===== src/rtl/bank_trk_pkg.sv =====
package bank_trk_pkg;

    typedef enum logic [1:0] {
        BK_IDLE    = 2'd0,
        BK_OPEN    = 2'd1,
        BK_AUTO    = 2'd2,
        BK_CLOSING = 2'd3
    } bank_st_e;

    typedef enum logic [2:0] {
        OP_NOP = 3'd0,
        OP_ACT = 3'd1,
        OP_RD  = 3'd2,
        OP_WR  = 3'd3,
        OP_PRE = 3'd4
    } op_e;

endpackage


===== src/rtl/bank_cmd_decode.sv =====
module bank_cmd_decode
    import bank_trk_pkg::*;
#(
    parameter int NUM_BANKS = 4,
    parameter int BA_W      = $clog2(NUM_BANKS)
) (
    input  logic [2:0]           cmd_i,
    input  logic [BA_W-1:0]      ba_i,
    input  logic                 a10_i,
    output op_e                  op_o,
    output logic [NUM_BANKS-1:0] hit_o,
    output logic                 ap_o
);

    always_comb begin
        case (cmd_i)
            3'd1:    op_o = OP_ACT;
            3'd2:    op_o = OP_RD;
            3'd3:    op_o = OP_WR;
            3'd4:    op_o = OP_PRE;
            default: op_o = OP_NOP;
        endcase

        hit_o = '0;
        for (int b = 0; b < NUM_BANKS; b++) begin
            if (op_o != OP_NOP) begin
                // all-bank close ignores the bank address
                if (op_o == OP_PRE && a10_i)
                    hit_o[b] = 1'b1;
                else if (ba_i == BA_W'(b))
                    hit_o[b] = 1'b1;
            end
        end

        ap_o = a10_i && (op_o == OP_RD || op_o == OP_WR);
    end

endmodule


===== src/rtl/bank_fsm.sv =====
module bank_fsm
    import bank_trk_pkg::*;
#(
    parameter int CNT_W = 5,
    parameter int ACC_W = CNT_W + 2
) (
    input  logic             clk_i,
    input  logic             rst_i,
    input  op_e              op_i,
    input  logic             hit_i,
    input  logic             ap_i,
    input  logic [CNT_W-1:0] t_ras_i,
    input  logic [CNT_W-1:0] t_rp_i,
    input  logic [CNT_W-1:0] t_wr_i,
    input  logic [CNT_W-1:0] burst_i,
    output bank_st_e         state_o,
    output logic             illegal_o,
    output logic             viol_o
);

    typedef struct packed {
        bank_st_e         state;
        logic [CNT_W-1:0] ras;   // cycles left until row-active minimum is met
        logic [ACC_W-1:0] acc;   // cycles left in the access period
        logic [CNT_W-1:0] rp;    // cycles left in the precharge period
    } bank_reg_t;

    bank_reg_t        bank_q, bank_d;
    logic             ill_d, viol_d;
    logic             is_act, is_rw, is_pre;
    logic [ACC_W-1:0] rd_len, wr_len, acc_load;

    assign is_act = (op_i == OP_ACT);
    assign is_rw  = (op_i == OP_RD) || (op_i == OP_WR);
    assign is_pre = (op_i == OP_PRE);

    // read: closes once the burst is out; write: one latency cycle, burst, then recovery
    assign rd_len   = ACC_W'(burst_i);
    assign wr_len   = ACC_W'(burst_i) + ACC_W'(t_wr_i) + ACC_W'(1);
    assign acc_load = ((op_i == OP_WR) ? wr_len : rd_len) - ACC_W'(1);

    always_comb begin
        bank_d = bank_q;
        ill_d  = 1'b0;
        viol_d = 1'b0;

        if (bank_q.ras != '0)
            bank_d.ras = bank_q.ras - CNT_W'(1);

        case (bank_q.state)
            BK_IDLE: begin
                if (hit_i && is_act) begin
                    bank_d.state = BK_OPEN;
                    bank_d.ras   = t_ras_i - CNT_W'(1);
                end else if (hit_i && is_rw) begin
                    ill_d = 1'b1;
                end
            end
            BK_OPEN: begin
                if (hit_i && is_act) begin
                    ill_d = 1'b1;
                end else if (hit_i && is_rw && ap_i) begin
                    bank_d.state = BK_AUTO;
                    bank_d.acc   = acc_load;
                end else if (hit_i && is_pre) begin
                    if (bank_q.ras == '0) begin
                        bank_d.state = BK_CLOSING;
                        bank_d.rp    = t_rp_i - CNT_W'(1);
                    end else begin
                        viol_d = 1'b1;
                    end
                end
            end
            BK_AUTO: begin
                if (hit_i && (is_act || is_rw))
                    ill_d = 1'b1;
                // internal close waits for both the access end and the lock-out
                if (bank_q.acc == '0 && bank_q.ras == '0) begin
                    bank_d.state = BK_CLOSING;
                    bank_d.rp    = t_rp_i - CNT_W'(1);
                end else if (bank_q.acc != '0) begin
                    bank_d.acc = bank_q.acc - ACC_W'(1);
                end
            end
            default: begin
                if (bank_q.rp == '0) begin
                    bank_d.state = BK_IDLE;
                    if (hit_i && is_act) begin
                        bank_d.state = BK_OPEN;
                        bank_d.ras   = t_ras_i - CNT_W'(1);
                    end else if (hit_i && is_rw) begin
                        ill_d = 1'b1;
                    end
                end else begin
                    bank_d.rp = bank_q.rp - CNT_W'(1);
                    if (hit_i && (is_act || is_rw))
                        ill_d = 1'b1;
                end
            end
        endcase
    end

    always_ff @(posedge clk_i) begin
        if (rst_i) bank_q <= '0;
        else       bank_q <= bank_d;
    end

    assign state_o   = bank_q.state;
    assign illegal_o = ill_d;
    assign viol_o    = viol_d;

    // ---------------- assertion-side age counters ----------------
    logic [CNT_W:0]   act_age_q;
    logic [CNT_W-1:0] rp_age_q;

    always_ff @(posedge clk_i) begin
        if (rst_i) begin
            act_age_q <= '0;
            rp_age_q  <= '0;
        end else begin
            if (bank_q.state != BK_OPEN && bank_d.state == BK_OPEN)
                act_age_q <= (CNT_W+1)'(1);
            else if (act_age_q != '1)
                act_age_q <= act_age_q + (CNT_W+1)'(1);
            if (bank_q.state == BK_CLOSING)
                rp_age_q <= rp_age_q + CNT_W'(1);
            else
                rp_age_q <= '0;
        end
    end

    assert_tras_lockout_R6: assert property (@(posedge clk_i) disable iff (rst_i)
        ((bank_q.state == BK_OPEN || bank_q.state == BK_AUTO) && bank_d.state == BK_CLOSING)
        |-> (act_age_q >= {1'b0, t_ras_i}));

    assert_rp_window_R3: assert property (@(posedge clk_i) disable iff (rst_i)
        (bank_q.state == BK_CLOSING) |-> (rp_age_q < t_rp_i));

    assert_rp_full_R3: assert property (@(posedge clk_i) disable iff (rst_i)
        (bank_q.state == BK_CLOSING && bank_d.state != BK_CLOSING)
        |-> (rp_age_q == t_rp_i - CNT_W'(1)));

    assert_pre_idle_ignored_R5: assert property (@(posedge clk_i) disable iff (rst_i)
        (bank_q.state == BK_IDLE && hit_i && is_pre) |=> (bank_q.state == BK_IDLE));

    assert_ap_nonpersist_R7: assert property (@(posedge clk_i) disable iff (rst_i)
        (bank_q.state == BK_OPEN && hit_i && is_rw && !ap_i) |=> (bank_q.state == BK_OPEN));

endmodule


===== src/rtl/sdram_bank_tracker.sv =====
module sdram_bank_tracker
    import bank_trk_pkg::*;
#(
    parameter int NUM_BANKS = 4,
    parameter int CNT_W     = 5,
    localparam int BA_W     = $clog2(NUM_BANKS)
) (
    input  logic                   clk_i,
    input  logic                   rst_i,
    input  logic [2:0]             cmd_i,
    input  logic [BA_W-1:0]        ba_i,
    input  logic                   a10_i,
    input  logic [CNT_W-1:0]       t_ras_i,
    input  logic [CNT_W-1:0]       t_rp_i,
    input  logic [CNT_W-1:0]       t_wr_i,
    input  logic [CNT_W-1:0]       burst_clks_i,
    output logic [2*NUM_BANKS-1:0] bank_state_o,
    output logic                   illegal_o,
    output logic [BA_W-1:0]        illegal_bank_o,
    output logic [NUM_BANKS-1:0]   tras_viol_o
);

    typedef struct packed {
        logic                 ill;
        logic [BA_W-1:0]      ill_bank;
        logic [NUM_BANKS-1:0] viol;
    } flag_t;

    op_e                  op;
    logic [NUM_BANKS-1:0] hit, ill_vec, viol_vec;
    logic                 ap;
    bank_st_e             st [NUM_BANKS];
    flag_t                flag_q, flag_d;

    bank_cmd_decode #(.NUM_BANKS(NUM_BANKS), .BA_W(BA_W)) u_decode (
        .cmd_i (cmd_i),
        .ba_i  (ba_i),
        .a10_i (a10_i),
        .op_o  (op),
        .hit_o (hit),
        .ap_o  (ap)
    );

    for (genvar g = 0; g < NUM_BANKS; g++) begin : g_bank
        bank_fsm #(.CNT_W(CNT_W)) u_bank (
            .clk_i     (clk_i),
            .rst_i     (rst_i),
            .op_i      (op),
            .hit_i     (hit[g]),
            .ap_i      (ap),
            .t_ras_i   (t_ras_i),
            .t_rp_i    (t_rp_i),
            .t_wr_i    (t_wr_i),
            .burst_i   (burst_clks_i),
            .state_o   (st[g]),
            .illegal_o (ill_vec[g]),
            .viol_o    (viol_vec[g])
        );
        assign bank_state_o[2*g +: 2] = st[g];
    end

    always_comb begin
        flag_d.ill      = |ill_vec;
        flag_d.ill_bank = '0;
        flag_d.viol     = viol_vec;
        for (int b = 0; b < NUM_BANKS; b++) begin
            if (ill_vec[b]) flag_d.ill_bank = BA_W'(b);
        end
    end

    always_ff @(posedge clk_i) begin
        if (rst_i) flag_q <= '0;
        else       flag_q <= flag_d;
    end

    assign illegal_o      = flag_q.ill;
    assign illegal_bank_o = flag_q.ill_bank;
    assign tras_viol_o    = flag_q.viol;

    assert_cfg_nonzero_R3: assert property (@(posedge clk_i) disable iff (rst_i)
        (t_ras_i != '0) && (t_rp_i != '0) && (t_wr_i != '0) && (burst_clks_i != '0));

    assert_rw_idle_flag_R10: assert property (@(posedge clk_i) disable iff (rst_i)
        ((cmd_i == 3'd2 || cmd_i == 3'd3) && bank_state_o[int'(ba_i)*2 +: 2] == 2'd0)
        |=> (illegal_o && illegal_bank_o == $past(ba_i)));

endmodule


===== config.mk =====
export PLATFORM = sky130hd
export DESIGN_NAME = sdram_bank_tracker
export DESIGN_NICKNAME = d
export VERILOG_FILES = /design/src/rtl/bank_trk_pkg.sv /design/src/rtl/bank_cmd_decode.sv /design/src/rtl/bank_fsm.sv /design/src/rtl/sdram_bank_tracker.sv
export SDC_FILE = /design/constraint.sdc
export NUM_CORES = 1
export LEC_CHECK = 0
export BUFFER_PORTS_ARGS = -buffer_cell sky130_fd_sc_hd__clkbuf_2
export CORE_MARGIN = 2
export CORE_UTILIZATION = 55
export CTS_CLUSTER_DIAMETER = 60
export DETAILED_ROUTE_END_ITERATION = 8
export PLACE_DENSITY_LB_ADDON = 0.1
export SLEW_MARGIN = 20
export SYNTH_ARGS = -nofsm -noshare
export SYNTH_HDL_FRONTEND = slang
export SYNTH_SLANG_ARGS = --single-unit

===== constraint.sdc =====
create_clock -name clk_i -period 4.85 [get_ports clk_i]
set_input_delay 0.2425 -clock clk_i [delete_from_list [all_inputs] [get_ports clk_i]]
set_output_delay 0.2425 -clock clk_i [all_outputs]
set_load 0.1 [all_outputs]

# Yosys cells after proc, flatten, opt, wreduce, memory -nomap -nowiden
# Cells that the tools add are included.
[classes]
addsub = 17
eq_ne = 67
mux = 133
bitwise = 12
n_reduce_logical = 83
[ops]
columns = ["cell", "count"]
rows = [
  ["$mux 7", 21],
  ["$mux 5", 24],
  ["$pmux 5 s3", 4],
  ["$pmux 7 s2", 4],
  ["$sub 5x1->5 const B", 10],
  ["$mux 12", 4],
  ["$ne 2x1->1 const B", 24],
  ["$mux 2", 22],
  ["$logic_not 5->1", 8],
  ["$pmux 5 s2", 4],
  ["$mux 1", 37],
  ["$sub 7x1->7 const B", 5],
  ["$logic_not 7->1", 4],
  ["$reduce_and 7->1", 4],
  ["$reduce_bool 7->1", 4],
  ["$logic_and 1x1->1", 26],
  ["$mux 6", 4],
  ["$ne 2x2->1 const B", 12],
  ["$ne 3x1->1 const B", 8],
  ["$pmux 2 s3", 4],
  ["$reduce_and 6->1", 4],
  ["$reduce_and 5->1", 4],
  ["$reduce_bool 5->1", 4],
  ["$reduce_or 5->1", 4],
  ["other kinds (18)", 63],
]
[totals]
regBits = 83
wordCells = 334

# Logic depth before layout (Yosys ltp)
[logic_depth]
word_depth = 14
depth_mapped = 11

# Modules after synthesis
# Synthesis repeated with hierarchy kept, for this count alone.
[hier_totals]
hier_cells = 924
area_unflattened_um2 = 7274.5
[by_module_without_submodules]
columns = ["mod", "n_inst", "cells_each", "area_each_um2", "seq_area_each_um2"]
rows = [
  ["bank_fsm at g_bank[0].u_bank ...", 3, 224, 1747.9, 380.4],
  ["bank_fsm at g_bank[3].u_bank", 1, 216, 1735.4, 380.4],
  ["sdram_bank_tracker", 1, 18, 200.2, 140.1],
  ["bank_cmd_decode", 1, 18, 95.1, 0.0],
]

# Worst setup path after synthesis
# OpenSTA, ideal clock, no wires.
[synth_path]
kind = "input to register"
startpoint = "input t_wr_i[0]"
endpoint = "register g_bank[2].u_bank.bank_q[11] (netlist bit)"
setup_time_ns = 0.101
arrival_ns = 2.592
t_required_ns = 4.749
slack_ns = 2.157
path_stages = 9
path_buffers = 0
cell_sequence = "ha_1 fa_1 a211oi_1 nor3b_1 nor4_1 mux2i_1 nand3_1 xor2_1 o41ai_1"
[synth_between]
elab_chain_cells = 7
[synth_lines]
columns = ["element", "line_no", "text"]
rows = [
  ["from (decl)", "sdram_bank_tracker.sv:15", "input logic [CNT_W-1:0] t_wr_i,"],
  ["$add 5x5->6", "bank_fsm.sv:39", "assign wr_len = ACC_W'(burst_i) + ACC_W'(t_wr_i) + ACC_W'(1);"],
  ["$add 7x1->7", "bank_fsm.sv:39", ""],
  ["$mux 7", "bank_fsm.sv:40", "assign acc_load = ((op_i == OP_WR) ? wr_len : rd_len) - ACC_W'(1);"],
  ["$sub 7x1->7", "bank_fsm.sv:40", ""],
  ["$mux 7", "bank_fsm.sv:62", "end else if (hit_i && is_rw && ap_i) begin"],
  ["$mux 12", "bank_fsm.sv:60", "if (hit_i && is_act) begin"],
  ["$pmux 7 s2", "bank_fsm.sv:50", "case (bank_q.state)"],
  ["to (signal assigned)", "bank_fsm.sv:105", "else bank_q <= bank_d;"],
  ["to (decl)", "bank_fsm.sv:28", "bank_reg_t bank_q, bank_d;"],
]
# Every way passes these cells. The select of a mux whose other input is x is not followed.
# A chain may end at the register's enable or synchronous reset.

# Worst setup path in the final report
[layout_path]
startpoint = "register g_bank[1].u_bank.bank_q[12] (netlist bit)"
endpoint = "register g_bank[1].u_bank.bank_q[3] (netlist bit)"
[layout_between]
elab_chain_cells = 4
[layout_lines]
columns = ["element", "line_no", "text"]
rows = [
  ["from (decl)", "bank_fsm.sv:28", ""],
  ["from (signal assigned)", "bank_fsm.sv:105", ""],
  ["$logic_not 5->1 *", "bank_fsm.sv:66, bank_fsm.sv:78", ""],
  ["$logic_and 1x1->1", "bank_fsm.sv:78", "if (bank_q.acc == '0 && bank_q.ras == '0) begin"],
  ["$ne 2x1->1 (no line)", "--", ""],
  ["$reduce_and 7->1 (no line) *", "--", ""],
]
# Every way passes the cells marked *; elsewhere a longest branch is shown, timed or not.

==> results.py <==
metrics = {
    "status": {
        "status": "finished, final reports clean",
    },
    "floorplanning": {
        "row_count": 39,
        "die_w_um": 113,
        "core-area_um2": 11500,
        "pin_count": 43,
        "die_y_um": 113,
        "die_area_um2": 12700,
        "start_util_pct": 56.7,
    },
    "cts": {
        "cts_root_buffer": "clkbuf_16",
        "cts-resized-gates": 0,
        "numCtsBuffers": 9,
        "cts.sinks": 83,
        "clk_pin_slew_ns": 0.06,
        "cts_htree_levels": 3,
        "clkLatencyLatePin_ns": 0.35,
        "cts_tree": "built",
        "cts_setup_buffers": 0,
        "cts_buffer_depth": 2,
        "cts_hold_buffers": 0,
    },
    "power": {
        "total_power_mw": 3.03,
        "p_per_area_nw_per_um2": 436,
        "vdd_ir_drop_max_v": 0.000374,
        "power.leakage_nw": 2.61,
    },
    "worst_hold_path": {
        "min_path_type": "primary input to flip-flop",
    },
    "sta": {
        "fmax_mhz": 340,
        "fin_skew_ns": 0.00508,
        "final.setup.worst_slack_ns": 1.90,
        "slew_violations": 0,
        "timing.setup.tns_ns": 0,
        "fin_crit_sh_pct": 60.7,
        "setup_viol": 0,
        "timing.final.crit_period_ns": 2.95,
        "rsz0062_at_grt": "false",
        "max_slew.worst_pin.slew_ns": 1.15,
        "finalHoldViolations": 0,
        "hold_ws_ns": 0.352,
        "slew_headroom_pct": 22.7,
    },
    "cells_and_area": {
        "design_area_um2": 6960,
        "fill_cells": 1049,
        "final_util_pct": 60.7,
        "drive_gt1_share_pct": 9.91,
        "area_growth_syn_to_layout_pct": 6.98,
        "instances_no_fill": 1011,
        "final_common_cell": "nor2_1",
        "final_nets": 929,
        "multi_input_area_um2": 4410,
        "final_cell_mix": "nor2_1, dfxtp_1, nand2_1, a21oi_1, o21ai_0",
        "diodes": 0,
        "layout.area.seq_um2": 1660,
    },
    "detailed_routing": {
        "wire_per_inst_um": 17.5,
        "vias_per_cell": 6.37,
        "drc": 0,
        "first_iter_violations": 658,
        "ant_nets": 0,
        "vias": 6436,
        "drt_wl_total_um": 17700,
        "dr.pass1.iters": 6,
    },
    "global_route": {
        "grt_pass1_vias": 6128,
        "grt_max_degree": 86,
        "grt_pass1_wl_um": 29000,
        "grt_use_total_pct": 27.7,
        "antenna_found_initial": 0,
        "grt_overflow": 0,
    },
    "run": {
        "max_cap_violations": 0,
    },
    "setup_path": {
        "worstSetupPathType": "flip-flop to flip-flop",
        "required_ns": 5.12,
        "crit_fanout": 11,
        "crit_arrival_ns": 3.21,
        "critPathCaptureType": "flip-flop",
        "start_kind": "flip-flop",
    },
    "yosys": {
        "synth_ff_type": "dfxtp_1",
        "ys_types": 76,
        "syn-num-nets": 931,
        "avgSynthCellArea_um2": 7.52,
        "synthCells": 865,
        "yosys_warnings": 0,
        "syn_area_um2": 6510,
        "ys_ff_latch": 83,
        "yosysSeqAreaShare_pct": 25.5,
        "synth_edf_count": 0,
        "synthArstFlopShare_pct": 0,
    },
    "placed_design": {
        "placed_cell_area_um2": 6650,
        "port_buffers": 42,
        "placed_cells": 995,
        "pre_cts_ws_ns": 1.75,
        "gp_congestion": 0.882,
        "dp_hpwl_um": 12700,
    },
}
==> layout make-up <==
type	instances	area share, %
clock buffers	11	3.34
clock inverters	5	1.11
inverters	48	2.59
multi-input cells	678	63.4
flip-flops and latches	83	23.9
well taps	143	2.57
repair buffers	43	3.13
==> synthesized netlist by cell type, types with 9 or more instances <==
cell,number,area [um^2]
a211oi_1,31,233
a21oi_1,74,370
a221oi_1,22,193
a22oi_1,14,105
clkbuf_1,43,161
dfxtp_1,83,1660
ha_1,37,463
inv_1,48,180
mux2i_1,29,290
nand2_1,78,293
nor2_1,99,372
nor2b_1,10,62.6
nor3_1,26,130
nor3b_1,10,75.1
o21ai_0,72,360
or2_2,9,56.3
xnor2_1,16,140
==> state kept, by name, summed over array words and instances, names as in the netlist <==
name,count
g_bank.u_bank.bank_q,68
g_bank.u_bank.state_o,8
tras_viol_o,4
illegal_bank_o,2
illegal_o,1
==> where the power goes <==
part | switching [mW] | leakage (nW) | internal (mW) | total, mW
clock | 0.280 | 0.150 | 0.450 | 0.730
combinational | 0.853 | 1.79 | 0.593 | 1.45
sequential | 0.0814 | 0.673 | 0.774 | 0.856
total | 1.22 | 2.61 | 1.82 | 3.03
==> routing by layer <==
layer	vias to the layer above	global-route usage, %	part of all wire, %	wire length (um)
met3	27	5.30	5.3	939
met5	-	0	0	0
met1	3057	36.8	47	8240
li1	3157	-	-	-
met4	0	9.11	1.9	329
met2	195	45.5	46	8150
==> critical path, stage by stage, from the launching register on <==
cell and delay [ns]:
dfxtp_1 0.33, inv_1 0.06, ha_1 0.19, nor4b_2 0.79, a31oi_1 0.21, a21oi_1 0.23
nand3_1 0.32, or3_1 0.45, a21o_1 0.17, a21oi_1 0.11
==> worst paths after layout <==
kind         cells past startpoint  slack (ns)                         from                         end
max reg2reg                      9        1.90  g_bank[1].u_bank.bank_q[12]  g_bank[1].u_bank.bank_q[3]
min reg2reg                      2        0.48   g_bank[3].u_bank.bank_q[4]  g_bank[3].u_bank.bank_q[4]
max                              9        1.90  g_bank[1].u_bank.bank_q[12]  g_bank[1].u_bank.bank_q[3]
min                              3        0.35                    t_rp_i[0]  g_bank[3].u_bank.bank_q[0]
==> cells by family after synthesis <==
| group | share of synthesized area (%) |
|---|---|
| AO/OA/AOI/OAI | 28.4 |
| AND/OR/NAND/NOR | 23.8 |
| adder cells (fa/ha/maj) | 7.42 |
| buffers and inverters | 6.65 |
| XOR/XNOR | 3.65 |
| multiplexers | 4.46 |
| flip-flops | 25.5 |
(Power assumes the default switching activity.)
